[config.mk]
export PLATFORM = sky130hd
export DESIGN_NAME = fb_scan_ctrl
export DESIGN_NICKNAME = d
export VERILOG_FILES = /design/src/rtl/fb_scan_pkg.sv /design/src/rtl/fb_scan_regs.sv /design/src/rtl/fb_scan_timing.sv /design/src/rtl/fb_scan_fetch.sv /design/src/rtl/fb_scan_ctrl.sv
export SDC_FILE = /design/constraint.sdc
export NUM_CORES = 1
export LEC_CHECK = 0
export BUFFER_PORTS_ARGS = -buffer_cell sky130_fd_sc_hd__buf_4
export CAP_MARGIN = 40
export CORE_MARGIN = 2
export CORE_UTILIZATION = 40
export CTS_CLUSTER_SIZE = 8
export DETAILED_ROUTE_END_ITERATION = 10
export GPL_TIMING_DRIVEN = 0
export SLEW_MARGIN = 20
export SYNTH_ARGS = -nofsm -noshare
export SYNTH_HDL_FRONTEND = slang
export SYNTH_SLANG_ARGS = --single-unit
[constraint.sdc]
create_clock -name clk_i -period 6.9 [get_ports clk_i]
set_input_delay 0.69 -clock clk_i [delete_from_list [all_inputs] [get_ports clk_i]]
set_output_delay 0.69 -clock clk_i [all_outputs]
set_load 0.05 [all_outputs]
[src/rtl/fb_scan_pkg.sv]
package fb_scan_pkg;
  localparam int REG_W       = 32;
  localparam int CTRL_ON_BIT = 0;
  localparam int CTRL_ROT_BIT = 1;
  localparam int CTRL_UR_BIT = 31;

  typedef struct packed {
    logic [7:0] unused;
    logic [7:0] red;
    logic [7:0] green;
    logic [7:0] blue;
  } pix_word_t;
endpackage

[src/rtl/fb_scan_regs.sv]
module fb_scan_regs
  import fb_scan_pkg::*;
#(
  parameter int BASE_KEEP = 11
) (
  input  logic             clk_i,
  input  logic             rst_ni,
  input  logic             we_i,
  input  logic             sel_ctrl_i,
  input  logic [REG_W-1:0] wdata_i,
  input  logic             ur_set_i,
  output logic [REG_W-1:0] base_o,
  output logic             on_o,
  output logic             rot_o,
  output logic             ur_o,
  output logic [REG_W-1:0] rdata_o
);
  localparam int LOW_W = REG_W - BASE_KEEP;

  logic [BASE_KEEP-1:0] base_hi_q;

  always_ff @(posedge clk_i or negedge rst_ni) begin
    if (!rst_ni) begin
      base_hi_q <= '0;
      on_o      <= 1'b0;
      rot_o     <= 1'b0;
      ur_o      <= 1'b0;
    end else begin
      if (we_i && !sel_ctrl_i) base_hi_q <= wdata_i[REG_W-1:LOW_W];
      if (we_i && sel_ctrl_i) begin
        on_o  <= wdata_i[CTRL_ON_BIT];
        rot_o <= wdata_i[CTRL_ROT_BIT];
        ur_o  <= 1'b0;
      end else if (ur_set_i) begin
        ur_o <= 1'b1;
      end
    end
  end

  assign base_o = {base_hi_q, {LOW_W{1'b0}}};

  always_comb begin
    rdata_o = '0;
    if (sel_ctrl_i) begin
      rdata_o[CTRL_ON_BIT]  = on_o;
      rdata_o[CTRL_ROT_BIT] = rot_o;
      rdata_o[CTRL_UR_BIT]  = ur_o;
    end else begin
      rdata_o = base_o;
    end
  end
endmodule

[src/rtl/fb_scan_timing.sv]
module fb_scan_timing #(
  parameter int H_ACT = 640,
  parameter int H_FP  = 16,
  parameter int H_SW  = 96,
  parameter int H_BP  = 48,
  parameter int V_ACT = 480,
  parameter int V_FP  = 10,
  parameter int V_SW  = 2,
  parameter int V_BP  = 33
) (
  input  logic clk_i,
  input  logic rst_ni,
  output logic active_o,
  output logic flush_o,
  output logic hs_n_o,
  output logic vs_n_o
);
  localparam int H_TOT = H_ACT + H_FP + H_SW + H_BP;
  localparam int V_TOT = V_ACT + V_FP + V_SW + V_BP;
  localparam int HW = $clog2(H_TOT);
  localparam int VW = $clog2(V_TOT);

  logic [HW-1:0] h_q;
  logic [VW-1:0] v_q;

  always_ff @(posedge clk_i or negedge rst_ni) begin
    if (!rst_ni) begin
      h_q <= '0;
      v_q <= '0;
    end else if (h_q == HW'(H_TOT - 1)) begin
      h_q <= '0;
      v_q <= (v_q == VW'(V_TOT - 1)) ? '0 : v_q + 1'b1;
    end else begin
      h_q <= h_q + 1'b1;
    end
  end

  assign active_o = (h_q < HW'(H_ACT)) && (v_q < VW'(V_ACT));
  // FIFO is held empty in vertical blank except the last line, which primes it
  assign flush_o  = (v_q >= VW'(V_ACT)) && (v_q != VW'(V_TOT - 1));
  assign hs_n_o   = !((h_q >= HW'(H_ACT + H_FP)) && (h_q < HW'(H_ACT + H_FP + H_SW)));
  assign vs_n_o   = !((v_q >= VW'(V_ACT + V_FP)) && (v_q < VW'(V_ACT + V_FP + V_SW)));
endmodule

[src/rtl/fb_scan_fetch.sv]
module fb_scan_fetch
  import fb_scan_pkg::*;
#(
  parameter int H_ACT  = 640,
  parameter int V_ACT  = 480,
  parameter int STRIDE = 1024,
  parameter int DEPTH  = 16,
  localparam int CW    = $clog2(DEPTH) + 1
) (
  input  logic             clk_i,
  input  logic             rst_ni,
  input  logic             run_i,
  input  logic             flush_i,
  input  logic             rot_i,
  input  logic [REG_W-1:0] base_i,
  input  logic             pop_i,
  input  logic             rvalid_i,
  input  logic [REG_W-1:0] rdata_i,
  output logic             req_o,
  output logic [REG_W-1:0] addr_o,
  output logic             empty_o,
  output logic [23:0]      head_o,
  output logic [CW-1:0]    count_o,
  output logic [CW-1:0]    pend_o
);
  localparam int XW = $clog2(H_ACT);
  localparam int YW = $clog2(V_ACT);
  localparam int PW = CW - 1;

  logic [XW-1:0] fx_q;
  logic [YW-1:0] fy_q;
  logic          done_q;
  logic [PW-1:0] wr_q, rd_q;
  logic [23:0]   mem_q [DEPTH];
  logic          push;
  logic [REG_W-1:0] row, col, idx;
  pix_word_t     in_word;

  assign req_o = run_i && !done_q &&
                 (({1'b0, count_o} + {1'b0, pend_o}) < (CW + 1)'(DEPTH));
  assign push  = rvalid_i && !flush_i;

  always_comb begin
    row    = rot_i ? REG_W'(V_ACT - 1) - REG_W'(fy_q) : REG_W'(fy_q);
    col    = rot_i ? REG_W'(H_ACT - 1) - REG_W'(fx_q) : REG_W'(fx_q);
    idx    = row * REG_W'(STRIDE) + col;
    addr_o = base_i + (idx << 2);
  end

  always_ff @(posedge clk_i or negedge rst_ni) begin
    if (!rst_ni) begin
      fx_q   <= '0;
      fy_q   <= '0;
      done_q <= 1'b0;
    end else if (flush_i) begin
      fx_q   <= '0;
      fy_q   <= '0;
      done_q <= 1'b0;
    end else if (req_o) begin
      if (fx_q == XW'(H_ACT - 1)) begin
        fx_q <= '0;
        if (fy_q == YW'(V_ACT - 1)) done_q <= 1'b1;
        else fy_q <= fy_q + 1'b1;
      end else begin
        fx_q <= fx_q + 1'b1;
      end
    end
  end

  always_ff @(posedge clk_i or negedge rst_ni) begin
    if (!rst_ni) pend_o <= '0;
    else pend_o <= pend_o + CW'(req_o) - CW'(rvalid_i);
  end

  always_ff @(posedge clk_i or negedge rst_ni) begin
    if (!rst_ni) begin
      wr_q    <= '0;
      rd_q    <= '0;
      count_o <= '0;
    end else if (flush_i) begin
      wr_q    <= '0;
      rd_q    <= '0;
      count_o <= '0;
    end else begin
      if (push) wr_q <= (wr_q == PW'(DEPTH - 1)) ? '0 : wr_q + 1'b1;
      if (pop_i) rd_q <= (rd_q == PW'(DEPTH - 1)) ? '0 : rd_q + 1'b1;
      count_o <= count_o + CW'(push) - CW'(pop_i);
    end
  end

  assign in_word = pix_word_t'(rdata_i);

  always_ff @(posedge clk_i) begin
    if (push) mem_q[wr_q] <= {in_word.red, in_word.green, in_word.blue};
  end

  assign empty_o = (count_o == '0);
  assign head_o  = mem_q[rd_q];
endmodule

[src/rtl/fb_scan_ctrl.sv]
module fb_scan_ctrl
  import fb_scan_pkg::*;
#(
  parameter int H_ACT      = 640,
  parameter int H_FP       = 16,
  parameter int H_SW       = 96,
  parameter int H_BP       = 48,
  parameter int V_ACT      = 480,
  parameter int V_FP       = 10,
  parameter int V_SW       = 2,
  parameter int V_BP       = 33,
  parameter int STRIDE     = 1024,
  parameter int FIFO_DEPTH = 16,
  parameter int BASE_KEEP  = 11,
  parameter int SEL_BIT    = 2
) (
  input  logic        clk_i,
  input  logic        rst_ni,
  input  logic        reg_we_i,
  input  logic [3:0]  reg_addr_i,
  input  logic [31:0] reg_wdata_i,
  output logic [31:0] reg_rdata_o,
  output logic        mem_req_o,
  output logic [31:0] mem_addr_o,
  input  logic        mem_rvalid_i,
  input  logic [31:0] mem_rdata_i,
  output logic [7:0]  red_o,
  output logic [7:0]  green_o,
  output logic [7:0]  blue_o,
  output logic        hsync_o,
  output logic        vsync_o,
  output logic        de_o
);
  localparam int CW = $clog2(FIFO_DEPTH) + 1;

  logic             ctrl_on, ctrl_rot, ctrl_ur, ur_set;
  logic [REG_W-1:0] base_addr;
  logic             active, flush, hs_n, vs_n;
  logic             fifo_empty, pix_due, pop;
  logic [23:0]      fifo_head;
  logic [CW-1:0]    fifo_cnt, fifo_pend;

  fb_scan_regs #(.BASE_KEEP(BASE_KEEP)) u_regs (
    .clk_i, .rst_ni,
    .we_i      (reg_we_i),
    .sel_ctrl_i(reg_addr_i[SEL_BIT]),
    .wdata_i   (reg_wdata_i),
    .ur_set_i  (ur_set),
    .base_o    (base_addr),
    .on_o      (ctrl_on),
    .rot_o     (ctrl_rot),
    .ur_o      (ctrl_ur),
    .rdata_o   (reg_rdata_o)
  );

  fb_scan_timing #(
    .H_ACT(H_ACT), .H_FP(H_FP), .H_SW(H_SW), .H_BP(H_BP),
    .V_ACT(V_ACT), .V_FP(V_FP), .V_SW(V_SW), .V_BP(V_BP)
  ) u_timing (
    .clk_i, .rst_ni,
    .active_o(active),
    .flush_o (flush),
    .hs_n_o  (hs_n),
    .vs_n_o  (vs_n)
  );

  fb_scan_fetch #(
    .H_ACT(H_ACT), .V_ACT(V_ACT), .STRIDE(STRIDE), .DEPTH(FIFO_DEPTH)
  ) u_fetch (
    .clk_i, .rst_ni,
    .run_i   (ctrl_on && !flush),
    .flush_i (flush),
    .rot_i   (ctrl_rot),
    .base_i  (base_addr),
    .pop_i   (pop),
    .rvalid_i(mem_rvalid_i),
    .rdata_i (mem_rdata_i),
    .req_o   (mem_req_o),
    .addr_o  (mem_addr_o),
    .empty_o (fifo_empty),
    .head_o  (fifo_head),
    .count_o (fifo_cnt),
    .pend_o  (fifo_pend)
  );

  assign pix_due = ctrl_on && active;
  assign pop     = pix_due && !fifo_empty;
  assign ur_set  = pix_due && fifo_empty;

  always_ff @(posedge clk_i or negedge rst_ni) begin
    if (!rst_ni) begin
      {red_o, green_o, blue_o} <= '0;
      de_o    <= 1'b0;
      hsync_o <= 1'b1;
      vsync_o <= 1'b1;
    end else begin
      {red_o, green_o, blue_o} <= pop ? fifo_head : 24'h0;
      de_o    <= pix_due;
      hsync_o <= hs_n;
      vsync_o <= vs_n;
    end
  end
endmodule

==> summary.md <==
| Metric | Value |
|---|---|
| Status | `finished clean` |
| Cell variety after synth | `between 50 and 60` |
| Sequential area share after synthesis | `slightly below 70%` |
| Crit-path max FO | `10` |
| Leading area contributor after synthesis | `edfxtp_1` |
| H-tree Lvls | `3` |
| Proportion of layout cells with a drive suffix above 1 | `approximately 30%` |
| Critical Path Max Stage Delay | `0.53 ns` |
| Max-cap violations | `0` |
| Clock Root Buffer | `clkbuf_16` |
| CTS sink count | `483` |
| Layout Nets | `roughly 1500` |
| P&R area growth vs syn | `21.86%` |
| Die ar. | `between 50000 and 60000 um^2` |
| Data required, critical path | `6.21 ns` |
| Flops & latches, synth | `483` |
| First-pass GRT wire length | `slightly above 70 mm` |
| Worst Setup SP | `u_regs.rot_o` |
| Final worst path period share | `between 90% and 100%` |
| Yosys top cell area share | `between 50% and 60%` |
| Synth Warn # | `0` |
| Synth top cells by count | `384 x edfxtp_1, 120 x mux4_2, 97 x dfrtp_1, 52 x ha_1, 49 x nor2_1` |
| HPWL Detailed | `a little over 30 mm` |
| I/O Buffers | `approximately 110` |
| Mapped Area | `around 21000 um^2` |
| PostCTS Resize Cnt | `0` |
| 1st-iter DRT viols | `between 900 and 1000` |
| Initial antenna violation count | `1` |
| Post-synth EDFFs | `between 300 and 400` |
| Worst path most repeated cell | `a21oi_1` |
| Drt pass-1 iters | `5` |
| Cell chain of the critical path | `buf_1 -> xor2_1 -> ha_1 -> fa_1 -> a21o_1 -> a21oi_1 -> nor2_1 -> a211o_1 -> o31ai_2 -> o21a_1 -> ha_1 -> a21oi_1 -> o21ai_0 -> a2111oi_1 -> o31ai_1 -> a21oi_1 -> xnor2_1 -> buf_4` |
| Total CTS buffers | `70` |
| FMAX | `157.5 MHz` |
| Leak pwr | `between 0.009 and 0.01 uW` |
| Core area | `between 50000 and 60000 um^2` |
| Reg2Reg Setup Slack | `around 3 ns` |
| HP Class | `primary input to async pin` |
| Crit start category | `flop` |
| Worst slew pin tran | `just under 0.9 ns` |
| # setup viols final | `0` |
| Worst IR drop on VDD | `0.2636 mV` |
| Final Slew Violations | `0` |
| Setup Skew | `approximately 0.023 ns` |
| Post-Synthesis Cells | `around 1200` |
| Core Rows | `83` |
| Starting Density | `40.21%` |
| Min Tclk post-route | `around 6.4 ns` |
| Total track usage | `roughly 18%` |
| Post-route ant nets | `0` |
| Post-CTS Hold Fix Bufs | `0` |
| Io pins | `between 150 and 200` |
| Post-CTS setup buffer count | `0` |
| Final Wtd Congestion | `about 0.76` |
| Vias per Instance | `5.257` |
| Reg2Reg Capture Point | `u_fetch.count_o[4]` |
| Power Density | `396.5 nW/um^2` |
| Slowest CP cell | `a2111oi_1` |
| Async SR Flop Fraction | `20.50%` |
| Setup Crit Path Kind | `flop to primary output` |
| Die height | `around 230 um` |
| CTS max path bufs | `3` |
| Crit path capture | `mem_addr_o[30]` |
| DRC | `0` |
| Mean Syn Cell Area | `approximately 18 um^2` |
| Reg clk slew, reported paths | `0.05 ns` |
| Largest net degree at the start of global routing | `59` |
| Reg2reg path depth | `14` |
| Routed WL per cell | `approximately 22 um` |
| Setup_tns | `0 ns` |
| Via count | `about 11000` |
| Worst-Skew Late Latency | `0.59 ns` |
| Die width | `around 230 um` |
| Synth top area cells | `edfxtp_1 56%, mux4_2 13%, dfrtp_1 12%, ha_1 3.2%, xor2_1 1.6%` |
| Crit path capture type | `primary output` |
| Vias in the first global route | `between 10000 and 15000` |
| Slew HR | `a little over 40%` |
| TritonCTS clock tree | `done` |
| WHS | `0.04154 ns` |
| Count leader, synth | `edfxtp_1` |
| Final hold viol count | `0` |
| RSZ-0062 raised after global routing | `false` |
| Routed wire length | `between 40 and 50 mm` |
| Synth Flop Type | `edfxtp_1` |
| R2R Path Start | `u_fetch.count_o[3]` |
| Grt ovf | `0` |
| WP data arrival | `5.66 ns` |
[state kept, by name, indices dropped and copies added (netlist names)]
register          flops
u_fetch.mem_q       384
u_regs.base_hi_q     11
u_fetch.fx_q         10
u_timing.h_q         10
u_timing.v_q         10
u_fetch.fy_q          9
blue_o                8
green_o               8
red_o                 8
u_fetch.count_o       5
u_fetch.pend_o        5
u_fetch.rd_q          4
u_fetch.wr_q          4
de_o                  1
hsync_o               1
u_fetch.done_q        1
u_regs.on_o           1
u_regs.rot_o          1
u_regs.ur_o           1
vsync_o               1
[layout make-up]
cell class,count,area [um^2]
inverter,30,112.6
tap,680,850.8
timing repair buffer,148,1403
sequential,483,14010
buffer,66,357.8
clock buffer,122,2031
fill,4308,26060
multi-input combinational,607,6181
clock inverter,4,88.84
antenna,1,2.502
[metrics by stage]
stage | util (%) | instances | area, um^2 | setup WS (ns) | power, uW
after global placement | 43.67 | 1978 | 22310 | 0.2361 | 6616
final | 49.00 | 2141 | 25040 | 0.5491 | 9926
after detailed placement | 44.76 | 2010 | 22870 | 0.8501 | 6764
after CTS | 48.91 | 2136 | 24990 | 0.1799 | 10030
after floorplan | - | 1186 | 20620 | 1.219 | 5752
after global routing | 49.00 | 2140 | 25040 | 0.1262 | 10370
[worst min-delay path by stage]
stage	depth (start not counted)	to	startpoint	slack [ns]
floorplan	0	blue_o[0]	rst_ni	0.39
global placement	1	u_timing.h_q[2]	u_timing.h_q[2]	0.48
detailed placement	1	u_timing.h_q[2]	u_timing.h_q[2]	0.48
CTS	1	u_regs.base_hi_q[1]	rst_ni	0.04
global route	1	u_regs.base_hi_q[1]	rst_ni	0.05
finish	1	u_regs.base_hi_q[1]	rst_ni	0.04
[layer usage]
layer	vias up	global-route usage, %	wire [um]
li1	4995	-	-
met1	5754	24.59	20160
met2	412	29.05	22550
met3	95	4.373	3443
met4	0	5.726	1223
met5	-	0	0
[cells by family after synthesis]
family,Yosys count,synth area share (%)
simple gates,228,5.998
other cells,1,0.01825
flops,483,68.19
mux,140,14.22
compound gates,99,3.045
xor+xnor,63,2.685
buf+inv,96,2.284
fa+ha+maj,56,3.556
[layout by cell type, fill, tap and decap left out, types with 5 or more instances in the layout]
| cell | count |
|---|---|
| conb_1 | 21 |
| and2_1 | 30 |
| and3_2 | 5 |
| xnor2_1 | 25 |
| a31oi_1 | 5 |
| nand3_1 | 11 |
| o21a_1 | 8 |
| buf_16 | 9 |
| and2_2 | 9 |
| mux4_2 | 120 |
| nor2b_1 | 13 |
| xor2_1 | 38 |
| ha_1 | 52 |
| dfrtp_1 | 97 |
| nand2_1 | 47 |
| buf_12 | 5 |
| buf_4 | 145 |
| a21o_1 | 10 |
| buf_6 | 11 |
| and3_1 | 10 |
| mux2_2 | 16 |
| nor3_1 | 5 |
| nor2_1 | 48 |
| o21ai_0 | 31 |
| inv_1 | 30 |
| nand4_1 | 10 |
| nand2b_1 | 10 |
| clkbuf_16 | 73 |
| edfxtp_1 | 384 |
| a21oi_1 | 28 |
| clkbuf_1 | 68 |
| buf_2 | 17 |
[worst max-delay path, delay by kind of cell, from the launching register on]
family / cells / cell delay [ns]
AOI/OAI and AO/OA: 10 / 2.73
xor gates and xnor gates: 2 / 0.28
DFF: 1 / 0.38
adders and majority gates: 3 / 0.90
and+or+nand+nor: 1 / 0.06
buffers and inverters: 2 / 0.73
[power breakdown]
part | switching (uW) | internal, uW | leakage, uW | total, uW
clock network | 1240 | 2000 | 0.00101 | 3230
logic | 1720 | 1340 | 0.00355 | 3060
registers | 126 | 3510 | 0.00473 | 3640
Note: power is estimated with default switching activity, not from simulation.
